--- config.mk ---
export PLATFORM = sky130hd
export DESIGN_NAME = addr_latch8
export DESIGN_NICKNAME = d
export VERILOG_FILES = /design/src/rtl/al_pkg.sv /design/src/rtl/al_mode_dec.sv /design/src/rtl/al_sel_dec.sv /design/src/rtl/al_store.sv /design/src/rtl/al_out_mux.sv /design/src/rtl/addr_latch8.sv
export SDC_FILE = /design/constraint.sdc
export NUM_CORES = 1
export LEC_CHECK = 0
export ABC_CLOCK_PERIOD_IN_PS = 1300
export BUFFER_PORTS_ARGS = -buffer_cell sky130_fd_sc_hd__buf_4
export CORE_MARGIN = 4
export CORE_UTILIZATION = 28
export CTS_CLUSTER_SIZE = 25
export DETAILED_ROUTE_END_ITERATION = 10
export PLACE_DENSITY_LB_ADDON = 0.25
export REMOVE_ABC_BUFFERS = 1
export SLEW_MARGIN = 30
export SYNTH_ARGS = -nofsm -noshare
export SYNTH_HDL_FRONTEND = slang
export SYNTH_HIERARCHICAL = 1
export SYNTH_SLANG_ARGS = --single-unit
--- constraint.sdc ---
create_clock -name clk -period 1.3 [get_ports clk]
set_input_delay 0.065 -clock clk [delete_from_list [all_inputs] [get_ports clk]]
set_output_delay 0.065 -clock clk [all_outputs]
set_load 0.01 [all_outputs]
--- src/rtl/al_pkg.sv ---
package al_pkg;

    // Operating modes chosen by the active-low clear/enable pair.
    typedef enum logic [1:0] {
        MODE_WRITE = 2'd0,
        MODE_HOLD  = 2'd1,
        MODE_DEMUX = 2'd2,
        MODE_CLEAR = 2'd3
    } al_mode_e;

endpackage

--- src/rtl/al_mode_dec.sv ---
module al_mode_dec
    import al_pkg::*;
(
    input  logic     clr_n,
    input  logic     en_n,
    output al_mode_e mode
);

    always_comb begin
        unique case ({clr_n, en_n})
            2'b10:   mode = MODE_WRITE;
            2'b11:   mode = MODE_HOLD;
            2'b00:   mode = MODE_DEMUX;
            default: mode = MODE_CLEAR;
        endcase
    end

endmodule

--- src/rtl/al_sel_dec.sv ---
module al_sel_dec #(
    parameter int ENTRIES = 8,
    parameter int SEL_W   = $clog2(ENTRIES)
) (
    input  logic [SEL_W-1:0]   sel,
    output logic [ENTRIES-1:0] hit
);

    for (genvar i = 0; i < ENTRIES; i++) begin : g_hit
        assign hit[i] = (sel == SEL_W'(i));
    end

endmodule

--- src/rtl/al_store.sv ---
module al_store
    import al_pkg::*;
#(
    parameter int ENTRIES = 8
) (
    input  logic               clk,
    input  al_mode_e           mode,
    input  logic [ENTRIES-1:0] hit,
    input  logic               din,
    output logic [ENTRIES-1:0] bits_q
);

    typedef struct packed {
        logic [ENTRIES-1:0] bits;
    } st_t;

    st_t st_d, st_q;

    always_comb begin
        st_d = st_q;
        unique case (mode)
            MODE_WRITE: begin
                for (int i = 0; i < ENTRIES; i++) begin
                    if (hit[i]) st_d.bits[i] = din;
                end
            end
            MODE_HOLD:  st_d = st_q;
            MODE_DEMUX: st_d.bits = hit & {ENTRIES{din}};
            default:    st_d.bits = '0;
        endcase
    end

    always_ff @(posedge clk) begin
        st_q <= st_d;
    end

    assign bits_q = st_q.bits;

endmodule

--- src/rtl/al_out_mux.sv ---
module al_out_mux
    import al_pkg::*;
#(
    parameter int ENTRIES = 8
) (
    input  al_mode_e           mode,
    input  logic [ENTRIES-1:0] hit,
    input  logic               din,
    input  logic [ENTRIES-1:0] bits_q,
    output logic [ENTRIES-1:0] q
);

    // Clear-side modes override the register without a clock edge.
    always_comb begin
        unique case (mode)
            MODE_DEMUX: q = hit & {ENTRIES{din}};
            MODE_CLEAR: q = '0;
            default:    q = bits_q;
        endcase
    end

endmodule

--- src/rtl/addr_latch8.sv ---
module addr_latch8
    import al_pkg::*;
#(
    parameter  int ENTRIES = 8,
    localparam int SEL_W   = $clog2(ENTRIES)
) (
    input  logic               clk,
    input  logic               clr_n,
    input  logic               en_n,
    input  logic [SEL_W-1:0]   sel,
    input  logic               din,
    output logic [ENTRIES-1:0] q_out
);

    al_mode_e           mode;
    logic [ENTRIES-1:0] hit;
    logic [ENTRIES-1:0] bits_q;

    al_mode_dec u_mode (
        .clr_n (clr_n),
        .en_n  (en_n),
        .mode  (mode)
    );

    al_sel_dec #(.ENTRIES(ENTRIES), .SEL_W(SEL_W)) u_sel (
        .sel (sel),
        .hit (hit)
    );

    al_store #(.ENTRIES(ENTRIES)) u_store (
        .clk    (clk),
        .mode   (mode),
        .hit    (hit),
        .din    (din),
        .bits_q (bits_q)
    );

    al_out_mux #(.ENTRIES(ENTRIES)) u_out (
        .mode   (mode),
        .hit    (hit),
        .din    (din),
        .bits_q (bits_q),
        .q      (q_out)
    );

endmodule

==> qor.yml, run 1 <==
finalNonFillerCells: 114
finalNetCount: 95
ir_drop_mv: 0.4553
end_kind: "output port"
cts_htree_levels: 1
viasPerCell: 4.640
portBuffers: 14
cap_violations: 0
hold_slack_ns: 0.2318
synthXorXnorAreaFrac_pct: 0
synth_cell_types: 17
synth.top_cell.area_share_pct: 33.98
worst_slack_ns: 0.2915
layout_min_cycle_time_ns: 1.009
worstHoldPathType: "in -> reg"
cts.sinks: 8
cts_hold_buf: 0
synth-adder-area-share_pct: 0
hold_violations: 0
drt_pass1_iterations: 4
critical-path-slowest-cell: "edfxtp_1"
rows: 17
placed_cells: 111
synth_compound_area_share_pct: 29.38
place_area_um2: 790.8
synth_seq_cells: 8
cts_resized: 0
grt_pass1_wl_um: 2194
rsz0062_at_grt: "false"
largest_register_ffs: 8
drive_above_1_share_pct: 43.02
synthMuxAreaShare_pct: 0
ys_warn_count: 6
chipWidth_um: 58.25
tns_ns: 0
relSlewSlack_pct: 64.89
post_cts_buffers: 0
async_flop_share_pct: 0
die-area_um2: 3392
antenna_found_initial: 0
synthTopCellsByArea: "edfxtp_1 34%, o22ai_2 14%, inv_1 9.6%"
fin_area_um2: 813.3
cts_root_buffer: "clkbuf_4"
critPathBufInv: 2
synthToLayoutAreaGrowth_pct: 15.04
synth.avg_cell_area_um2: 9.426
dr.first_iter.drc_count: 20
yosysTopAreaCell: "edfxtp_1"
n_antenna_cell: 0
core_area_um2: 2297
synth-seq-area-share_pct: 33.98
p_per_area_nw_per_um2: 852.2
wl_um: 1367
p_leak_nw: 0.3625
finalCritPeriodShare_pct: 77.58
grtUsageTotal_pct: 8.674
num_vias: 529
cp.required_ns: 1.24
slew_violations: 0
path_max_fanout: 1
routabilityCongestion: 0.6810
grt_pass1_vias: 479
route.detailed.drc: 0
startpoint_type: "flip-flop"
start_util_pct: 30.77
io_pins: 15
crit_family: "flip-flops"
numCtsBuffers: 3
final_cell_mix: "18 x inv_1, 14 x buf_4"
grt_max_degree: 33
pre_cts_ws_ns: 0.2317
total_power_uw: 693.0
max_freq_mhz: 991.5
clockBufferDepth: 2
status: "completed"
synth_ff_type: "edfxtp_1"
final_common_cell: "inv_1"
synth-edff-count: 8
die_h_um: 58.25
cp.arrival_ns: 0.94
tightest_slew_ns: 0.5266
post_synth_and_or_nand_nor_area_fraction_pct: 16.28
dp_hpwl_um: 923.6
path_cells: "inv_1 > o22ai_2 > buf_4"
setup_viol: 0
path_class: "reg -> out"
cts_tree: "done"
syn_inst: 75
ant_nets: 0
overflow: 0
synth_top_family_by_area: "compound AO/OA/AOI/OAI gates"
syn-cell-area_um2: 706.9
avgRoutedWirePerCell_um: 11.99
post-route-util_pct: 35.40
max_stage_delay_ns: 0.36
clk_pin_slew_worst_paths_ns: 0.06
## final timing paths
kind / from / end / slack (ns) / depth (start not counted)
setup / recovery: u_store/bits_q[6] / q_out[6] / 0.29 / 3
hold / removal: din / u_store/bits_q[5] / 0.23 / 3
## tightest hold or removal path, cell delays in order
cell and delay (ns):
buf_4 0.10, nand2b_4 0.09, a21oi_1 0.12
## report_power, final
| part | switching [mW] | internal, mW | leakage, nW |
|---|---|---|---|
| logic | 0.0925 | 0.0883 | 0.271 |
| clock network | 0.0927 | 0.106 | 0.0138 |
| registers | 0.00485 | 0.308 | 0.0777 |
## cells by family after synthesis
group           Yosys count
flops                     8
compound gates           24
simple gates             18
buf+inv                  25
## synthesized netlist by cell type, types with 2 or more instances
cell,count
and3b_2,3
inv_1,18
o22ai_2,8
a21o_2,6
nand2_1,8
edfxtp_1,8
nor3b_1,3
a21o_1,2
a21oi_1,8
buf_6,4
## routing by layer
layer | share of wire, % | wire length [um] | global-route usage (%)
met1 | 44 | 598 | 10.87
met2 | 50 | 687 | 13.87
met3 | 5.0 | 68 | 2.227
met4 | 0.88 | 12 | 3.974
met5 | 0 | 0 | 0
## cell type report
class	count	area, um^2
fillers	258	1484
well taps	28	35.03
repair buffers	15	125.1
inverters	18	67.56
clock buffers	3	22.52
flip-flops and latches	8	240.2
multi-input cells	42	322.8
(Power assumes the default switching activity.)
==> run 2: changes to the inputs <==
Settings changed: ABC_CLOCK_PERIOD_IN_PS 1300 to 1000.
Clock period 1.3 ns to 1 ns, I/O delays scaled along.
==> qor.yml, run 2 (synthesis gave the netlist of run 1 again) <==
route.detailed.drc: 0  # unchanged
clockBufferDepth: 2  # unchanged
post-route-util_pct: 36.71  # +1.3 points
rows: 17  # unchanged
rsz0062_at_grt: "true"
path_max_fanout: 1  # unchanged
cts.sinks: 8  # unchanged
ant_nets: 0  # unchanged
portBuffers: 14  # unchanged
end_kind: "output port"
wl_um: 1303  # -4.7%
p_clk_share_pct: 27.3  # -1.4 points
p_sw_uw: 234.3  # +23%
startpoint_type: "flip-flop"
worst_slack_ns: 0.05157  # -0.2399 ns
slew_violations: 0  # unchanged
grt_pass1_wl_um: 2173  # -0.96%
path_class: "reg -> out"
finalNonFillerCells: 118  # +3.5%
largest_register_ffs: 8  # unchanged
status: "completed"
io_pins: 15  # unchanged
sw_frac_of_total_pct: 26.13  # -1.3 points
post_cts_buffers: 0  # unchanged
cts_tree: "done"
cts_resized: 0  # unchanged
total_power_uw: 896.6  # +29%
finalCritPeriodShare_pct: 94.84
cts_htree_levels: 1  # unchanged
cts_hold_buf: 0  # unchanged
grtUsageTotal_pct: 8.498  # -0.18 points
overflow: 0  # unchanged
start_util_pct: 30.77  # unchanged
pre_cts_ws_ns: 0.03486  # -0.1968 ns
viasPerCell: 4.492  # -3.2%
n_antenna_cell: 0  # unchanged
num_vias: 530  # +0.19%
setup_viol: 0  # unchanged
worstHoldPathType: "in -> reg"
max_stage_delay_ns: 0.36  # about the same
crit_family: "flip-flops"
numCtsBuffers: 3  # unchanged
dp_hpwl_um: 957.7  # +3.7%
relSlewSlack_pct: 78.62  # +14 points
layout_min_cycle_time_ns: 0.9484
hold_slack_ns: 0.2116  # -0.02023 ns
dr.first_iter.drc_count: 21  # +5.0%
comb_power_share_pct: 27.2  # +1.1 points
clk_pin_slew_worst_paths_ns: 0.05  # about the same
core_area_um2: 2297  # unchanged
tightest_slew_ns: 0.3200  # -0.2066 ns
die_h_um: 58.25  # unchanged
cap_violations: 0  # unchanged
grt_pass1_vias: 491  # +2.5%
p_int_uw: 662.4  # +32%
die-area_um2: 3392  # unchanged
critPathBufInv: 2  # unchanged
path_cells: "inv_1 > o22ai_2 > buf_4"
critical-path-slowest-cell: "edfxtp_1"
cts_root_buffer: "clkbuf_4"
finalNetCount: 99  # +4.2%
hold_violations: 0  # unchanged
max_freq_mhz: 1054
cp.required_ns: 0.95  # -0.29 ns
drt_pass1_iterations: 4  # unchanged
antenna_found_initial: 0  # unchanged
avgRoutedWirePerCell_um: 11.04  # -7.9%
cp.arrival_ns: 0.90  # -0.04 ns
final_cell_mix: "18 x buf_4, 18 x inv_1"
p_per_area_nw_per_um2: 1063  # +25%
ir_drop_mv: 0.6130  # +35%
fill_cells: 255  # -1.2%
placed_cells: 115  # +3.6%
p_leak_nw: 0.3821  # +5.4%
p_seq_share_pct: 45.5  # +0.3 points
chipWidth_um: 58.25  # unchanged
grt_max_degree: 33  # unchanged
synthToLayoutAreaGrowth_pct: 19.29
drive_above_1_share_pct: 45.56  # +2.5 points
routabilityCongestion: 0.7146  # +4.9%
run 2: cell count changes in the layout (fill, tap and decap cells not counted), sizes merged:
cell  delta
buf      +4
run 2: metrics by stage:
stage          area [um^2]  setup TNS [ns]
6_report             843.3               0
5_1_grt              843.3        -0.01074
4_1_cts              843.3               0
3_5_place_dp         820.8               0
3_3_place_gp         820.8               0
2_1_floorplan        630.6         -0.5515
run 2: path summary, 6_finish.rpt:
check	from	endpoint	slack [ns]	cells past startpoint
max	u_store/bits_q[1]	q_out[1]	0.05	3
min	din	u_store/bits_q[1]	0.21	3
run 2: power by group through the flow:
stage	logic [mW]	registers, mW	clock network [mW]
floorplan	0.141	0.413	0
CTS	0.249	0.408	0.262
detailed placement	0.248	0.415	0
finish	0.244	0.408	0.245
global route	0.269	0.410	0.273
global placement	0.243	0.414	0
run 2: layout make-up:
| type | instances | area, um^2 | share of cell area, % |
|---|---|---|---|
| Sequential cell | 8 | 240.2 | 28.49 |
| Clock buffer | 3 | 22.52 | 2.671 |
| Inverter | 18 | 67.56 | 8.012 |
| Timing Repair Buffer | 19 | 155.1 | 18.40 |
| Multi-Input combinational cell | 42 | 322.8 | 38.28 |
| Tap cell | 28 | 35.03 | 4.154 |
run 2: routing by layer:
metal | vias up | global-route usage [%] | part of all wire, %
met4 | 0 | 3.974 | 2.1
met5 | - | 0 | 0
met2 | 9 | 13.23 | 47
li1 | 281 | - | -
met1 | 238 | 10.63 | 47
met3 | 2 | 2.673 | 3.9
==> run 3: changes to the inputs <==
==> constraint.sdc (replaced) <==
create_clock -name clk -period 1 [get_ports clk]
set_input_delay 0.1 -clock clk [delete_from_list [all_inputs] [get_ports clk]]
set_output_delay 0.1 -clock clk [all_outputs]
set_load 0.01 [all_outputs]
==> qor.yml, run 3 (synthesis gave the netlist of run 1 again) <==
cap_violations: 0  # unchanged
setup_viol: 0  # unchanged
layout_min_cycle_time_ns: 0.9940  # +0.04560 ns
cts_root_buffer: "clkbuf_4"
relSlewSlack_pct: 81.05  # +2.4 points
post_cts_buffers: 0  # unchanged
dp_hpwl_um: 921.6  # -3.8%
grt_max_degree: 33  # unchanged
routabilityCongestion: 0.6827  # -4.5%
finalNetCount: 99  # unchanged
grtUsageTotal_pct: 8.540  # +0.042 points
route.detailed.drc: 0  # unchanged
n_antenna_cell: 0  # unchanged
cp.required_ns: 0.90  # -0.05 ns
startpoint_type: "flip-flop"
num_vias: 533  # +0.57%
grt_pass1_wl_um: 2173  # unchanged
worstHoldPathType: "in -> reg"
synthToLayoutAreaGrowth_pct: 20.71
rows: 17  # unchanged
dr.first_iter.drc_count: 8  # -62%
finalNonFillerCells: 118  # unchanged
worst_slack_ns: 0.005972  # -0.04560 ns
p_per_area_nw_per_um2: 1053  # -0.95%
max_freq_mhz: 1006  # -4.6%
overflow: 0  # unchanged
largest_register_ffs: 8  # unchanged
total_power_uw: 898.7  # +0.23%
cts_hold_buf: 0  # unchanged
cp.arrival_ns: 0.89  # about the same
end_kind: "output port"
rsz0062_at_grt: "true"
slew_violations: 0  # unchanged
path_max_fanout: 1  # unchanged
die-area_um2: 3392  # unchanged
tightest_slew_ns: 0.2840  # -0.03601 ns
start_util_pct: 30.77  # unchanged
endpoint: "q_out[1]"
io_pins: 15  # unchanged
p_leak_nw: 0.3847  # +0.68%
chipWidth_um: 58.25  # unchanged
cts_htree_levels: 1  # unchanged
hold_violations: 0  # unchanged
pre_cts_ws_ns: -0.02306  # -0.05792 ns
die_h_um: 58.25  # unchanged
post-route-util_pct: 37.15  # +0.44 points
clk_pin_slew_worst_paths_ns: 0.05  # about the same
wl_um: 1295  # -0.61%
ant_nets: 0  # unchanged
numCtsBuffers: 3  # unchanged
ir_drop_mv: 0.5705  # -6.9%
drt_pass1_iterations: 2  # -2
core_area_um2: 2297  # unchanged
portBuffers: 14  # unchanged
grt_pass1_vias: 503  # +2.4%
drive_above_1_share_pct: 48.89  # +3.3 points
crit_start: "u_store/bits_q[1]"
fin_area_um2: 853.3  # +1.2%
placed_cells: 115  # unchanged
antenna_found_initial: 0  # unchanged
clockBufferDepth: 2  # unchanged
cts.sinks: 8  # unchanged
fill_cells: 249  # -2.4%
finalCritPeriodShare_pct: 99.40  # +4.6 points
status: "completed"
path_class: "reg -> out"
viasPerCell: 4.517  # +0.57%
final_cell_mix: "18 x buf_4, 17 x inv_1"
place_area_um2: 820.8  # unchanged
avgRoutedWirePerCell_um: 10.97  # -0.61%
cts_tree: "done"
final_common_cell: "buf_4"
## run 3: cell counts in the layout (fill, tap and decap cells not counted)
Identical to the previous run, type by type.
## run 3: metrics by stage
step,setup TNS (ns),hold slack (ns)
after global placement,-0.01382,0.5204
after floorplan,-1.774,0.3783
after detailed placement,-0.03830,0.5326
after CTS,-0.01737,0.2666
final,0,0.2754
after global routing,-0.3788,0.2755
## run 3: area by class of cell
cell class              instances  area (um^2)  area share, %
inverters                      18        67.56          7.918
well taps                      28        35.03          4.106
flip-flops and latches          8        240.2          28.15
clock buffers                   3        22.52          2.639
multi-input cells              42        332.8          39.00
repair buffers                 19        155.1          18.18
## run 3: how the worst min path moves through the flow
stage	startpoint	to	slack [ns]	cells after the start
after CTS	din	u_store/bits_q[1]	0.27	3
after floorplan	din	u_store/bits_q[0]	0.38	2
after global routing	din	u_store/bits_q[4]	0.28	3
final	din	u_store/bits_q[4]	0.28	3
after global placement	din	u_store/bits_q[1]	0.52	3
after detailed placement	din	u_store/bits_q[6]	0.53	3
## run 3: repair_timing
item | CTS | global route
gates resized for setup | 1 | 2
setup endpoints to repair | 4 | 8
pin swaps | 0 | 0
## run 3: power breakdown
part | internal (mW) | switching, mW | total (mW)
clock network | 0.137 | 0.107 | 0.244
registers | 0.402 | 0.00644 | 0.408
logic | 0.124 | 0.122 | 0.247
total | 0.663 | 0.236 | 0.899
## run 3: critical path, cell delays in order (launching register included)
cell and delay, ns:
edfxtp_1 0.37, inv_2 0.06, o22ai_2 0.06, buf_4 0.14
## run 3: routing by layer
layer  GRT usage (%)  share of wire [%]  vias to the layer above  wire (um)
met4           3.974                1.5                        0         19
met2           13.87                 48                       10        626
met3           3.341                4.8                        2         62
met5               0                  0                        -          0
li1                -                  -                      282          -
met1           9.812                 45                      239        586
